==> config.mk <==
export PLATFORM = sky130hd
export DESIGN_NAME = adc_seq_timer
export DESIGN_NICKNAME = d
export VERILOG_FILES = /design/src/rtl/adc_seq_pkg.sv /design/src/rtl/adc_seq_trig.sv /design/src/rtl/adc_seq_ctrl.sv /design/src/rtl/adc_seq_fsm.sv /design/src/rtl/adc_seq_timer.sv
export SDC_FILE = /design/constraint.sdc
export NUM_CORES = 1
export LEC_CHECK = 0
export ABC_AREA = 0
export BUFFER_PORTS_ARGS = -buffer_cell sky130_fd_sc_hd__buf_4
export CORE_ASPECT_RATIO = 1.75
export CORE_UTILIZATION = 45
export DETAILED_ROUTE_END_ITERATION = 10
export PLACE_DENSITY = 0.7
export SYNTH_ARGS = -nofsm -noshare
export SYNTH_HDL_FRONTEND = slang
export SYNTH_SLANG_ARGS = --single-unit
==> constraint.sdc <==
create_clock -name clk -period 4 [get_ports clk]
set_clock_uncertainty 0.15 [all_clocks]
set_input_delay 0.6 -clock clk [delete_from_list [all_inputs] [get_ports clk]]
set_output_delay 0.6 -clock clk [all_outputs]
set_load 0.05 [all_outputs]
==> src/rtl/adc_seq_pkg.sv <==
package adc_seq_pkg;

    localparam int GAP_W          = 4;
    localparam int CODE_W         = 3;
    localparam int INIT_BASE_LOG2 = 4;
    localparam int INIT_NUM_CODES = 6;
    localparam int WORD_W         = CODE_W + 1 + GAP_W;
    localparam int INIT_MAX       = 1 << (INIT_BASE_LOG2 + INIT_NUM_CODES - 2);
    localparam int CNT_W          = $clog2(INIT_MAX + 1);

    typedef logic [CNT_W-1:0] cnt_t;

    typedef struct packed {
        logic [CODE_W-1:0] init_code;
        logic              auto_var;
        logic [GAP_W-1:0]  gap;
    } ctrl_t;

    typedef enum logic [1:0] {
        ST_IDLE,
        ST_INIT,
        ST_GAP,
        ST_STRB
    } phase_e;

    // Code 0 and the reserved codes give no wait; code c gives 2^(base+c-1) cycles
    function automatic cnt_t init_len(logic [CODE_W-1:0] code);
        cnt_t r;
        r = '0;
        if (code != '0 && int'(code) < INIT_NUM_CODES)
            r = cnt_t'(1) << (INIT_BASE_LOG2 + int'(code) - 1);
        return r;
    endfunction

endpackage

==> src/rtl/adc_seq_trig.sv <==
module adc_seq_trig (
    input  logic clk,
    input  logic rst,
    input  logic en_i,
    input  logic ref_chg_i,
    input  logic wake_i,
    output logic trig_o
);
    logic en_q;

    always_ff @(posedge clk) begin
        if (rst) en_q <= 1'b0;
        else     en_q <= en_i;
    end

    assign trig_o = en_i & (~en_q | ref_chg_i | wake_i);
endmodule

==> src/rtl/adc_seq_ctrl.sv <==
module adc_seq_ctrl
    import adc_seq_pkg::*;
(
    input  logic              clk,
    input  logic              rst,
    input  logic              wr_i,
    input  logic [WORD_W-1:0] wdata_i,
    input  logic              bump_i,
    output ctrl_t             ctrl_o,
    output logic [GAP_W-1:0]  dly_o
);
    ctrl_t            ctrl_q;
    logic [GAP_W-1:0] dly_q;

    always_ff @(posedge clk) begin
        if (rst) begin
            ctrl_q <= '0;
            dly_q  <= '0;
        end else if (wr_i) begin
            ctrl_q <= ctrl_t'(wdata_i);
            dly_q  <= wdata_i[GAP_W-1:0];
        end else if (bump_i && ctrl_q.auto_var) begin
            dly_q  <= dly_q + GAP_W'(1);
        end
    end

    assign ctrl_o = ctrl_q;
    assign dly_o  = dly_q;
endmodule

==> src/rtl/adc_seq_fsm.sv <==
module adc_seq_fsm
    import adc_seq_pkg::*;
(
    input  logic             clk,
    input  logic             rst,
    input  logic             en_i,
    input  logic             trig_i,
    input  logic             req_i,
    input  cnt_t             init_len_i,
    input  logic [GAP_W-1:0] gap_i,
    output logic             strobe_o,
    output logic             cap_open_o,
    output logic             busy_o
);
    phase_e phase_q, phase_d;
    cnt_t   cnt_q, cnt_d;

    phase_e gap_phase;
    cnt_t   gap_cnt;

    always_comb begin
        if (gap_i == '0) begin
            gap_phase = ST_STRB;
            gap_cnt   = '0;
        end else begin
            gap_phase = ST_GAP;
            gap_cnt   = cnt_t'(gap_i);
        end
    end

    always_comb begin
        phase_d = phase_q;
        cnt_d   = cnt_q;
        if (!en_i) begin
            phase_d = ST_IDLE;
            cnt_d   = '0;
        end else if (trig_i) begin
            if (init_len_i != '0) begin
                phase_d = ST_INIT;
                cnt_d   = init_len_i;
            end else begin
                phase_d = gap_phase;
                cnt_d   = gap_cnt;
            end
        end else begin
            unique case (phase_q)
                ST_IDLE: begin
                    if (req_i) begin
                        phase_d = gap_phase;
                        cnt_d   = gap_cnt;
                    end
                end
                ST_INIT: begin
                    if (cnt_q == cnt_t'(1)) begin
                        phase_d = gap_phase;
                        cnt_d   = gap_cnt;
                    end else begin
                        cnt_d = cnt_q - cnt_t'(1);
                    end
                end
                ST_GAP: begin
                    if (cnt_q == cnt_t'(1)) begin
                        phase_d = ST_STRB;
                        cnt_d   = '0;
                    end else begin
                        cnt_d = cnt_q - cnt_t'(1);
                    end
                end
                ST_STRB: begin
                    phase_d = ST_IDLE;
                end
                default: phase_d = ST_IDLE;
            endcase
        end
    end

    always_ff @(posedge clk) begin
        if (rst) begin
            phase_q <= ST_IDLE;
            cnt_q   <= '0;
        end else begin
            phase_q <= phase_d;
            cnt_q   <= cnt_d;
        end
    end

    assign strobe_o   = (phase_q == ST_STRB);
    assign cap_open_o = (phase_q == ST_GAP);
    assign busy_o     = (phase_q != ST_IDLE);
endmodule

==> src/rtl/adc_seq_timer.sv <==
module adc_seq_timer
    import adc_seq_pkg::*;
(
    input  logic              clk,
    input  logic              rst,
    input  logic              en_i,
    input  logic              ref_chg_i,
    input  logic              wake_i,
    input  logic              req_i,
    input  logic              ctrl_wr_i,
    input  logic [WORD_W-1:0] ctrl_i,
    output logic              samp_o,
    output logic              cap_open_o,
    output logic              busy_o,
    output logic [GAP_W-1:0]  dly_o
);
    ctrl_t ctrl_q;
    logic  trig;
    logic  strobe;
    cnt_t  init_cycles;

    adc_seq_trig u_trig (
        .clk       (clk),
        .rst       (rst),
        .en_i      (en_i),
        .ref_chg_i (ref_chg_i),
        .wake_i    (wake_i),
        .trig_o    (trig)
    );

    adc_seq_ctrl u_ctrl (
        .clk     (clk),
        .rst     (rst),
        .wr_i    (ctrl_wr_i),
        .wdata_i (ctrl_i),
        .bump_i  (strobe),
        .ctrl_o  (ctrl_q),
        .dly_o   (dly_o)
    );

    assign init_cycles = init_len(ctrl_q.init_code);

    adc_seq_fsm u_fsm (
        .clk        (clk),
        .rst        (rst),
        .en_i       (en_i),
        .trig_i     (trig),
        .req_i      (req_i),
        .init_len_i (init_cycles),
        .gap_i      (dly_o),
        .strobe_o   (strobe),
        .cap_open_o (cap_open_o),
        .busy_o     (busy_o)
    );

    assign samp_o = strobe;
endmodule

==> run summary <==
Period utilization: 51.5%
CTS root buffer: clkbuf_8
Fill count: 295
Data arrival, critical path: 2.07 ns
Resize count post-CTS: 0
Global-route wire length before repair: 5890 um
Clk pwr share: 26.7%
Initial core utilization: 47.0%
Worst Path Required: 4.01 ns
H-tree Lvls: 1
Drt pass-1 iters: 4
Routed len/inst: 16.8 um
Crit start category: flop
Clock insertion delay at the later pin of the skew report: 0.26 ns
Final hold vios: 0
Peak Freq: 485 MHz
Flop pwr share: 43.6%
Min Tclk post-route: 2.06 ns
Hold Path Sink: u_fsm.cnt_q[6]
Synth Warn #: 0
Routed Wire Length: 3640 um
Layout cells sized above 1: 17.0%
Layout Cell Area excl Fill: 1600 sq um
Initial antenna violation count: 0
Final setup fails: 0
Register-to-Register Path Depth: 6
Vias in the first global route: 1300
Synthesized area: 1380 sq um
Fin. max-slew vios: 0
Die area: 3290 sq um
Vias: 1365
Setup TNS: 0 ns
Nets: 214
Largest net degree at the start of global routing: 11
Most frequent cells in the layout: buf_4, dfxtp_1, nor2_1, a21oi_1, inv_1
CTS tree: built
Seq/Total Area, Yosys: 29.1%
Commonest non-fill, non-tap cell in the layout: buf_4
CTS sink cnt: 20
Area growth syn-to-layout: 16.1%
Placed Area: 1560 sq um
Die extent in y: 75.1 um
I/O Pins: 22
Cts-stage hold buffer count: 0
Clock slew at reported path FFs: 0.07 ns
Top_reg_cell synth: dfxtp_1
Tot GR Track Use: 24.3%
PwrDens: 323 nW/um^2
Asr flop ratio synth: 0%
Netlist cell types: 48
Post CTS Setup Buffer Count: 0
DRC Markers: 0
Maxcap violations: 0
Slew @ Worst Pin: 0.612 ns
Min-delay worst type: reg -> reg
FF-to-FF Start: u_fsm.phase_q[0]
Worst reg2reg endpoint: u_fsm.cnt_q[5]
Post-detail-place hpwl: 2860 um
Area of the multi-input gates: 921 sq um
ANT nets after route: 0
# diodes: 0
RePlAce Congestion: 0.839
Worst slew margin: 58.9%
Cells after Synth: 167
Core Rows: 26
TritonCTS buffer count: 3
PortBufs: 21
Worst vdd ir: 0.000209 V
CP max FO: 8
Endpoint class of the critical path: flop
Comb pwr share: 29.7%
Core Footprint: 2930 sq um
Worst Min Path Start: u_fsm.cnt_q[6]
Internal power: 0.000339 W
Via density: 6.32
Register bit total from synthesis: 20
Post-synth EDFFs: 0
GRT overflow: 0
Iteration-0 DRC Markers: 24
LEAKAGE: 0.635 nW
P_sw: 0.000177 W
Setup CP Type: reg -> reg
Worst reg2reg setup slack: 1.94 ns
Longest Clk Path Bufs: 2
Status: completed
RSZ-0062 raised after global routing: no
Worst Hold Path Cells: 2
Net Sw Frac: 34.3%
Sequential Area: 400 sq um
DIE WIDTH: 43.8 um
Mean area per synthesized cell: 8.23 sq um
Syn_nets: 191
[power groups by stage]
| stage | clock [W] | sequential, W | combinational [W] |
|---|---|---|---|
| after floorplan | 0 | 0.000235 | 0.000101 |
| after global placement | 0 | 0.000229 | 0.000150 |
| after detailed placement | 0 | 0.000229 | 0.000151 |
| after CTS | 0.000138 | 0.000225 | 0.000152 |
| after global routing | 0.000145 | 0.000227 | 0.000168 |
| final | 0.000137 | 0.000225 | 0.000153 |
[registers in the layout, summed over array words and instances, names as in the netlist]
name	cells
u_ctrl.ctrl_o	4
u_ctrl.dly_o	4
u_fsm.cnt_q	9
u_fsm.phase_q	2
u_trig.en_q	1
[routing by layer]
layer | vias to the layer above | part of all wire, % | GRT usage [%]
met1 | 632 | 38 | 25.3
li1 | 672 | - | -
met5 | - | 0 | 0
met3 | 14 | 4.0 | 2.88
met2 | 47 | 54 | 44.3
met4 | 0 | 3.7 | 16.0
[per-stage QoR]
step	total power, W	hold slack [ns]	utilization (%)	std cells	worst slack, ns
2_1_floorplan	0.000335	0.335	-	167	1.94
3_3_place_gp	0.000378	0.365	53.1	213	1.93
3_5_place_dp	0.000381	0.357	53.1	213	1.91
4_1_cts	0.000515	0.368	54.5	216	1.96
5_1_grt	0.000539	0.414	54.5	216	1.78
6_report	0.000515	0.368	54.5	216	1.94
[cell type report]
cell class,count,area share (%)
multi-input cells,133,57.7
flip-flops and latches,20,25.1
repair buffers,21,9.87
clock buffers,3,2.59
inverters,11,2.59
well taps,28,2.19
[synth_stat cells (all sizes together), types with 2 or more instances]
cell    instances  share of area, %
a211oi          6               3.3
a21oi          11               4.0
a311oi          2               1.3
a31oi           2              0.91
clkbuf          2              0.55
dfxtp          20                29
ha              9               8.2
inv            10               2.7
mux2i           5               3.6
nand2           8               2.2
nand3           6               2.2
nand4           4               1.8
nor2           14               3.8
nor2b           2              0.91
nor3            4               1.5
nor3b           3               2.0
nor4            2               2.0
o211ai          7               3.8
o21ai          15               5.5
o22ai           5               2.3
or2             2              0.91
or3             5               2.3
or3b            2               1.5
or4             2               1.4
xnor2           2               1.3
[cells by family (layout without fill, tap and decap cells)]
logic type	count (synthesis)	in the layout	synth area share (%)
buffers and inverters	14	35	3.91
multiplexers	6	6	4.46
XOR/XNOR	3	3	1.91
adder cells (fa/ha/maj)	9	9	8.19
AND/OR/NAND/NOR	60	60	26.8
flip-flops	20	20	29.1
AO/OA/AOI/OAI	55	55	25.7
[critical path, cell delays in order (launching register included)]
cell     delay [ns]
dfxtp_1        0.38
inv_1          0.11
ha_1           0.25
o21ai_1        0.52
a21oi_1        0.22
a31oi_1        0.23
o22ai_1        0.09
[worst max-delay path by stage]
stage	startpoint	slack [ns]	to	depth (start not counted)
final	u_fsm.phase_q[0]	1.94	u_fsm.cnt_q[5]	6
after global routing	u_fsm.phase_q[0]	1.78	u_fsm.cnt_q[5]	6
after CTS	u_fsm.phase_q[0]	1.96	u_fsm.cnt_q[5]	6
after detailed placement	ref_chg_i	1.91	u_fsm.phase_q[0]	5
after global placement	ref_chg_i	1.93	u_fsm.phase_q[0]	5
after floorplan	u_fsm.phase_q[0]	1.94	u_fsm.cnt_q[4]	6
Power figures use the tool's default switching activity.
